File: config.mk
export PLATFORM = sky130hd
export DESIGN_NAME = dpll_nrz_cdr
export DESIGN_NICKNAME = d
export VERILOG_FILES = /design/src/rtl/dpll_nrz_cdr.sv
export SDC_FILE = /design/constraint.sdc
export NUM_CORES = 1
export LEC_CHECK = 0
export BUFFER_PORTS_ARGS = -buffer_cell sky130_fd_sc_hd__buf_2
export CORE_ASPECT_RATIO = 1.2
export CORE_UTILIZATION = 58
export CTS_BUF_LIST = sky130_fd_sc_hd__clkbuf_4 sky130_fd_sc_hd__clkbuf_8
export DETAILED_ROUTE_END_ITERATION = 8
export PLACE_DENSITY = 0.79
export REMOVE_ABC_BUFFERS = 1
export SETUP_SLACK_MARGIN = 0.4
export SKIP_LAST_GASP = 1
export SLEW_MARGIN = 20
export SYNTH_ARGS = -nofsm -noshare
export SYNTH_HDL_FRONTEND = slang
export SYNTH_SLANG_ARGS = --single-unit
File: constraint.sdc
create_clock -name clk -period 11.15 [get_ports clk]
set_input_delay 2.7875 -clock clk [delete_from_list [all_inputs] [get_ports clk]]
set_output_delay 2.7875 -clock clk [all_outputs]
set_load 0.1 [all_outputs]
File: src/rtl/dpll_nrz_cdr.sv
module dpll_nrz_cdr #(
  parameter int PHASE_W = 16,
  parameter int OSR     = 32,
  parameter int KP_SH   = 6,
  parameter int KI_SH   = 9,
  parameter int INT_W   = 32
) (
  input  logic               clk,
  input  logic               rst,
  input  logic               sample_en,
  input  logic               din,
  input  logic [PHASE_W-1:0] target_phase,
  output logic               rec_clk,
  output logic               bit_valid,
  output logic               bit_data,
  output logic [PHASE_W:0]   phase_err
);
  localparam int EW = PHASE_W + 1;
  localparam int CW = ((INT_W > EW) ? INT_W : EW) + 1;
  localparam logic [PHASE_W-1:0] BIAS = PHASE_W'((64'd1 << PHASE_W) / OSR);
  localparam logic signed [CW-1:0] IMAX = CW'((64'sd1 <<< (INT_W - 1)) - 64'sd1);
  localparam logic signed [CW-1:0] IMIN = -IMAX - CW'(1);

  logic [PHASE_W-1:0]      acc_q, acc_nxt;
  logic                    lvl_q;
  logic signed [INT_W-1:0] integ_q, integ_nxt;
  logic signed [CW-1:0]    ctrl_q, ctrl_nxt, ctrl_use, integ_sum;
  logic signed [EW-1:0]    err_w;
  logic                    edge_w, rise_w;

  assign edge_w    = sample_en & (din ^ lvl_q);
  assign err_w     = $signed({1'b0, target_phase}) - $signed({1'b0, acc_q});
  assign integ_sum = CW'(integ_q) + CW'(err_w);

  always_comb begin
    if (integ_sum > IMAX)      integ_nxt = IMAX[INT_W-1:0];
    else if (integ_sum < IMIN) integ_nxt = IMIN[INT_W-1:0];
    else                       integ_nxt = integ_sum[INT_W-1:0];
  end

  assign ctrl_nxt = (CW'(err_w) >>> KP_SH) + (CW'(integ_nxt) >>> KI_SH);
  assign ctrl_use = edge_w ? ctrl_nxt : ctrl_q;
  assign acc_nxt  = acc_q + BIAS + ctrl_use[PHASE_W-1:0];
  assign rise_w   = sample_en & ~acc_q[PHASE_W-1] & acc_nxt[PHASE_W-1];
  assign rec_clk  = acc_q[PHASE_W-1];

  always_ff @(posedge clk) begin
    if (rst) begin
      acc_q     <= '0;
      lvl_q     <= 1'b0;
      integ_q   <= '0;
      ctrl_q    <= '0;
      phase_err <= '0;
      bit_valid <= 1'b0;
      bit_data  <= 1'b0;
    end else begin
      bit_valid <= rise_w;
      if (rise_w) bit_data <= din;
      if (sample_en) acc_q <= acc_nxt;
      if (edge_w) begin
        lvl_q     <= din;
        integ_q   <= integ_nxt;
        ctrl_q    <= ctrl_nxt;
        phase_err <= err_w;
      end
    end
  end

  assert_acc_hold_R2: assert property (@(posedge clk) disable iff (rst)
    !sample_en |=> $stable(acc_q));
  assert_level_R3: assert property (@(posedge clk) disable iff (rst)
    edge_w |=> lvl_q == $past(din));
  assert_err_hold_R4: assert property (@(posedge clk) disable iff (rst)
    !edge_w |=> $stable(phase_err));
  assert_ctrl_hold_R5: assert property (@(posedge clk) disable iff (rst)
    !edge_w |=> $stable(ctrl_q));
  assert_no_wrap_R6: assert property (@(posedge clk) disable iff (rst)
    (edge_w && err_w > 0) |=> integ_q >= $past(integ_q));
  assert_strobe_width_R7: assert property (@(posedge clk) disable iff (rst)
    bit_valid |=> !bit_valid);
  assert_strobe_rise_R7: assert property (@(posedge clk) disable iff (rst)
    bit_valid |-> $rose(rec_clk));
  assert_strobe_data_R7: assert property (@(posedge clk) disable iff (rst)
    bit_valid |-> bit_data == $past(din));
endmodule

==> metrics.txt, run 1 <==
run status finished, violations left; violations in the final reports DRC; highest-delay cell along the critical path or4_4; final worst path period need 10.91 ns; post-synth top area cell dfxtp_1; placed instance area 8240 um2; first-pass GRT wire length 30.5 mm; Buf/Inv on CP 6; die area 12800 um2; CP Launch Type input pin; gr usage total 30.5%; Final HPWL DP 13.6 mm; syn_area_per_cell 7.76 um2; most frequent cell after synthesis a21oi_1; max_slew headroom 37.3%; Via Count 7300; htree depth 3; max cap viols 0; Final Setup Violations 0; Ys Warns 0; Core Footprint 12100 um2; crit end category flop; WL/cell 16.7 um; list of most frequent post-synthesis cells a21oi_1 (110), ha_1 (95), nand2_1 (93), nor2_1 (89), dfxtp_1 (84); largest net degree at the start of global routing 63; Synth Register Bits 84; post-route ant nets 0; First DRT Iteration DRCs 412; Final Cycle Share 97.8%; final hold vios 0; Initial DRT Pass Iterations 7; HP Class flop to flop; Area contributors post-synth dfxtp_1 (23%), ha_1 (17%), a21oi_1 (7.7%), xnor2_1 (5.3%), nand2_1 (4.9%); share of the synthesized area in the top cell type 23.5%; final core occ 75.6%; clock sinks 84; die height 124 um; gr ovfl total 0; Layout Skew 0.00913 ns; Hold-fix buffers, CTS 0; I/O Buffers 39; Net count, final 1179; Bufs on Longest Clock Path 2; # rows 44; die width 103 um; count of pins over their slew limit 0; CP required 11.46 ns; fill count 815; share of layout cells above drive strength 1 25.8%; RSZ-0062 raised after global routing yes; mean number of vias per cell 5.95; synthesized netlist cell count 922; CP max stage delay 0.57 ns; worst slew pin tran 0.934 ns; most frequent cell on the critical path a21oi_2; Distinct cells, synth 65; CTS tree built; Clk Latency, worst-skew pair 0.38 ns; vias in the first global route 6840; CP Data Arrival Time 11.22 ns; ys async rst share 0%; CTS Buf Count 9; Crit Path Max Fanout 5; Antenna diodes 0; Area Overhead vs Synth 27.3%; top_reg_cell synth dfxtp_1; fin area 9110 um2; CP Class input pin to flop; Top Family by Delay on Critical Path compound AO/OA/AOI/OAI gates; FMAX 91.7 MHz; Final GP Congestion 0.909; clk root buf clkbuf_8; sequential element share of the synthesized area 23.5%; initial core utilization 59.4%; synthesized cell area 7160 um2; # IOs 40; DRC Markers 2; initial antenna violation count 0; Clock transition at path regs 0.09 ns; DRT Wirelength 20.5 mm; Post-synth EDFFs 0
[stage by stage]
step                      hold WS, ns  setup WS (ns)  std cells  TNS, ns
after CTS                       0.459          0.438       1214        0
after global placement          0.440         -0.189       1192   -0.510
after detailed placement        0.446         -0.433       1192    -1.21
after floorplan                 0.435         -0.689        883    -2.13
final                           0.458          0.244       1226        0
after global routing            0.490        -0.0385       1226  -0.0385
[kinds of logic after synthesis]
group                    after synthesis  synth area share [%]
XOR/XNOR                              60                  7.55
AO/OA/AOI/OAI                        301                  26.3
adder cells (fa/ha/maj)              105                  18.6
AND/OR/NAND/NOR                      274                  17.7
flip-flops                            84                  23.5
multiplexers                          14                  1.96
buffers and inverters                 84                  4.46
[registers in the layout (all words and copies together), names as in the netlist, named ones only]
name and count:
integ_q 32, phase_err 17, acc_q 16, ctrl_q 15
bit_data 1, bit_valid 1, lvl_q 1
[final timing paths]
kind	startpoint	endpoint	slack, ns	cells past startpoint
min	phase_err[14]	phase_err[14]	0.46	2
min reg2reg	phase_err[14]	phase_err[14]	0.46	2
max reg2reg	acc_q[0]	bit_data	2.36	40
max	target_phase[0]	bit_data	0.24	42
[final cells by class]
cell class                      instances  area (um2)  area share (%)
Clock inverter                          5        85.1           0.934
Sequential cell                        84        1680            18.5
Timing Repair Buffer                  166        1200            13.2
Clock buffer                           11         139            1.52
Tap cell                              161         201            2.21
Multi-Input combinational cell        754        5630            61.8
Inverter                               45         171            1.88
[repair_timing]
| item | 4_1_cts | 5_1_grt |
|---|---|---|
| pin swaps | 18 | 50 |
| resized for setup | 22 | 83 |
| setup buffers | 5 | 11 |
| endpoints found under the setup margin | 3 | 6 |
| cloned | 1 | 1 |
[cell usage in the layout, fill, tap and decap left out, types with 7 or more instances in the layout]
| master | count |
|---|---|
| nand3_1 | 10 |
| o21a_1 | 10 |
| mux2i_1 | 14 |
| a21oi_2 | 13 |
| buf_4 | 119 |
| o21bai_1 | 9 |
| a21oi_1 | 96 |
| or2_2 | 8 |
| nor2_1 | 88 |
| o21ai_0 | 53 |
| xnor2_1 | 38 |
| nor3_1 | 19 |
| nand4_1 | 7 |
| dfxtp_1 | 84 |
| buf_2 | 39 |
| ha_4 | 13 |
| clkbuf_8 | 9 |
| xor2_1 | 15 |
| inv_1 | 42 |
| ha_1 | 79 |
| a211oi_1 | 13 |
| and2_1 | 9 |
| nand2_1 | 91 |
| o21ai_1 | 12 |
| a21o_1 | 30 |
[worst register-to-register path, delay by kind of cell (launching register included)]
family | cells | cell delay (ns)
AOI/OAI and AO/OA | 21 | 4.23
adders and majority gates | 7 | 1.92
and+or+nand+nor | 6 | 1.26
buffers and inverters | 4 | 0.54
DFF | 1 | 0.44
muxes | 1 | 0.18
xor gates and xnor gates | 1 | 0.16
[layer usage]
metal  global-route usage [%]  share of wire (%)
met5                        0                  0
met4                     12.9                2.9
met3                     4.15                4.5
met2                     54.1                 51
met1                     36.4                 42
Power of run 1 is left out: the tool's default activity adds up to more than one toggle a clock period on the data nets, which glitch-free logic cannot reach.
==> run 2, diff against run 1 <==
--- a/config.mk
+++ b/config.mk
@@ -5,6 +5,7 @@
 export SDC_FILE = /design/constraint.sdc
 export NUM_CORES = 1
 export LEC_CHECK = 0
+export ABC_AREA = 1
 export BUFFER_PORTS_ARGS = -buffer_cell sky130_fd_sc_hd__buf_2
 export CORE_ASPECT_RATIO = 1.2
 export CORE_UTILIZATION = 58
==> metrics.txt, run 2 <==
total negative slack 0 ns (unchanged); max cap viols 0 (unchanged); Top Family by Delay on Critical Path simple AND/OR/NAND/NOR gates; Crit Path Max Fanout 18 (+13); initial core utilization 60.1% (+0.72 points); share of layout cells above drive strength 1 8.38% (-17 points); Synth Register Bits 84 (unchanged); Core Footprint 11700 um2 (-3.2%); clock sinks 84 (unchanged); Hold EP ctrl_q[2]; Largest Register integ_q; FMAX 101 MHz (+10%); CP Launch Type input pin; initial antenna violation count 0 (unchanged); Final GP Congestion 0.931 (+2.5%); CP Data Arrival Time 10.18 ns (-1.04 ns); largest family of logic cells by synthesized area simple AND/OR/NAND/NOR gates; Final Setup Violations 0 (unchanged); most common cell after layout, fill and taps aside nand2_1; Ys Warns 0 (unchanged); die area 12500 um2 (-2.0%); gr usage total 27.7% (-2.8 points); post-route ant nets 0 (unchanged); biggest regs integ_q (32), phase_err (17), acc_q (16); Post-synth EDFFs 0 (unchanged); # IOs 40 (unchanged); CTS tree built; WHS Path Cells 2 (unchanged); die width 102 um (-0.99%); DRC Markers 0 (-2); Buf/Inv on CP 6 (unchanged); most frequent cell after synthesis nand2_1; final worst path period need 9.90 ns (-1.01 ns); RSZ-0062 raised after global routing no; Final HPWL DP 12.2 mm (-10%); Simple-Gate Fraction of Synth Area 21.8% (+4.1 points); CTS Buf Count 9 (unchanged); sequential element share of the synthesized area 24.0% (+0.48 points); final hold vios 0 (unchanged); Final Cycle Share 88.8% (-9.0 points); vias in the first global route 6285 (-8.1%); htree depth 3 (unchanged); First DRT Iteration DRCs 264 (-36%); mean number of vias per cell 5.33 (-11%); # rows 43 (-2.3%); setup slack, reg-to-reg 3.42 ns (+1.06 ns); crit end category flop; most frequent cells in the layout nand2_1 (227), inv_1 (135), a21oi_1 (133); largest net degree at the start of global routing 76 (+21%); Post-Synth XOR/XNOR Area 6.87% (-0.68 points); first-pass GRT wire length 27.6 mm (-9.6%); Area contributors post-synth dfxtp_1 (24%), ha_1 (17%), nand2_1 (12%), a21oi_1 (9.6%), inv_1 (7.2%); max_slew headroom 43.7% (+6.3 points); CP required 11.43 ns (-0.03 ns); start of the worst register-to-register path acc_q[0]; Synth Area in Adders 18.1% (-0.48 points); launch point of the worst hold path ctrl_q[2]; max reg flops 32 (unchanged); WL/cell 13.3 um (-20%); post-synth top area cell dfxtp_1; gr ovfl total 0 (unchanged); CP max stage delay 0.41 ns (-0.16 ns); highest-delay cell along the critical path fa_1; Distinct cells, synth 36 (-45%); mux cell area share after synthesis 0.143% (-1.8 points); DRT Wirelength 16.4 mm (-20%); I/O Buffers 39 (unchanged); Antenna diodes 0 (unchanged); Via Count 6557 (-10%); top_reg_cell synth dfxtp_1; most frequent cell on the critical path nand2_1; list of most frequent post-synthesis cells nand2_1 (227), inv_1 (135), a21oi_1 (134), ha_1 (95), o21ai_0 (90); die height 122 um (-0.99%); fill count 1111 (+36%); Clock transition at path regs 0.09 ns (about the same); Hold-fix buffers, CTS 0 (unchanged); Clk Latency, worst-skew pair 0.38 ns (about the same); Synth Area in Compound Gates 20.2% (-6.1 points); run status completed; Area Overhead vs Synth 8.54%; Initial DRT Pass Iterations 5 (-2); clk root buf clkbuf_8; syn_area_per_cell 6.75 um2 (-13%); HP Class flop to flop; CP Class input pin to flop; Bufs on Longest Clock Path 2 (unchanged); synthesized netlist cell count 1040 (+13%); Worst Reg-to-Reg Cells 48 (+20%); ys async rst share 0% (unchanged); worst slew pin tran 0.843 ns (-0.0911 ns); count of pins over their slew limit 0 (unchanged); FF-to-FF End bit_data; synthesized cell area 7020 um2 (-2.0%); Layout Skew 0.00710 ns (-0.00203 ns); Net count, final 1188 (+0.76%); share of the synthesized area in the top cell type 24.0% (+0.48 points)
==> run 2: timing repair <==
action / 4_1_cts / 5_1_grt
gates resized for setup: 0 / 4
buffers inserted: 0 / 3
setup endpoints to repair: 0 / 3
==> run 2: layout make-up <==
class	instances	area, um2	share of cell area [%]
well taps	157	196	2.58
clock inverters	5	83.8	1.10
multi-input cells	790	4740	62.3
inverters	138	518	6.80
repair buffers	46	248	3.25
clock buffers	11	145	1.91
flip-flops and latches	84	1680	22.1
==> run 2: per-stage QoR <==
step | instance area [um2] | utilization [%] | hold slack (ns) | setup slack, ns | std cells
after floorplan | 6910 | - | 0.442 | 0.834 | 1012
after global placement | 7350 | 63.0 | 0.457 | 0.895 | 1212
after detailed placement | 7350 | 63.0 | 0.462 | 0.673 | 1212
after CTS | 7580 | 64.9 | 0.475 | 1.08 | 1228
after global routing | 7610 | 65.2 | 0.506 | 0.408 | 1231
final | 7610 | 65.2 | 0.474 | 1.25 | 1231
==> run 2: worst max-delay path by stage <==
stage,startpoint,to,slack [ns],cells past startpoint
after floorplan,sample_en,bit_data,0.83,21
after global placement,target_phase[0],bit_data,0.89,50
after detailed placement,target_phase[0],bit_data,0.67,50
after CTS,target_phase[0],bit_data,1.08,50
after global routing,target_phase[0],bit_data,0.41,51
final,target_phase[0],bit_data,1.25,50
==> run 2: cells by family (layout without fill, tap and decap cells) <==
| logic type | after synthesis | after routing |
|---|---|---|
| flops | 84 | 84 |
| simple gates | 369 | 369 |
| fa+ha+maj | 99 | 99 |
| mux | 1 | 1 |
| xor+xnor | 55 | 55 |
| compound gates | 266 | 266 |
| buf+inv | 166 | 200 |
==> run 2: metal layers <==
layer	routed length, um	global-route usage (%)	vias to the layer above
li1	-	-	3482
met1	7690	34.5	2980
met2	8000	49.2	82
met3	439	2.96	13
met4	264	8.93	0
met5	0	0	-
==> run 2: worst register-to-register path: cells and delay by family, from the launching register on <==
family          cells  cell delay, ns
simple gates       23            2.40
fa+ha+maj           7            2.17
compound gates     12            1.94
xor+xnor            2            0.46
flops               1            0.36
buf+inv             4            0.30
Power of run 2 is left out for the same reason.
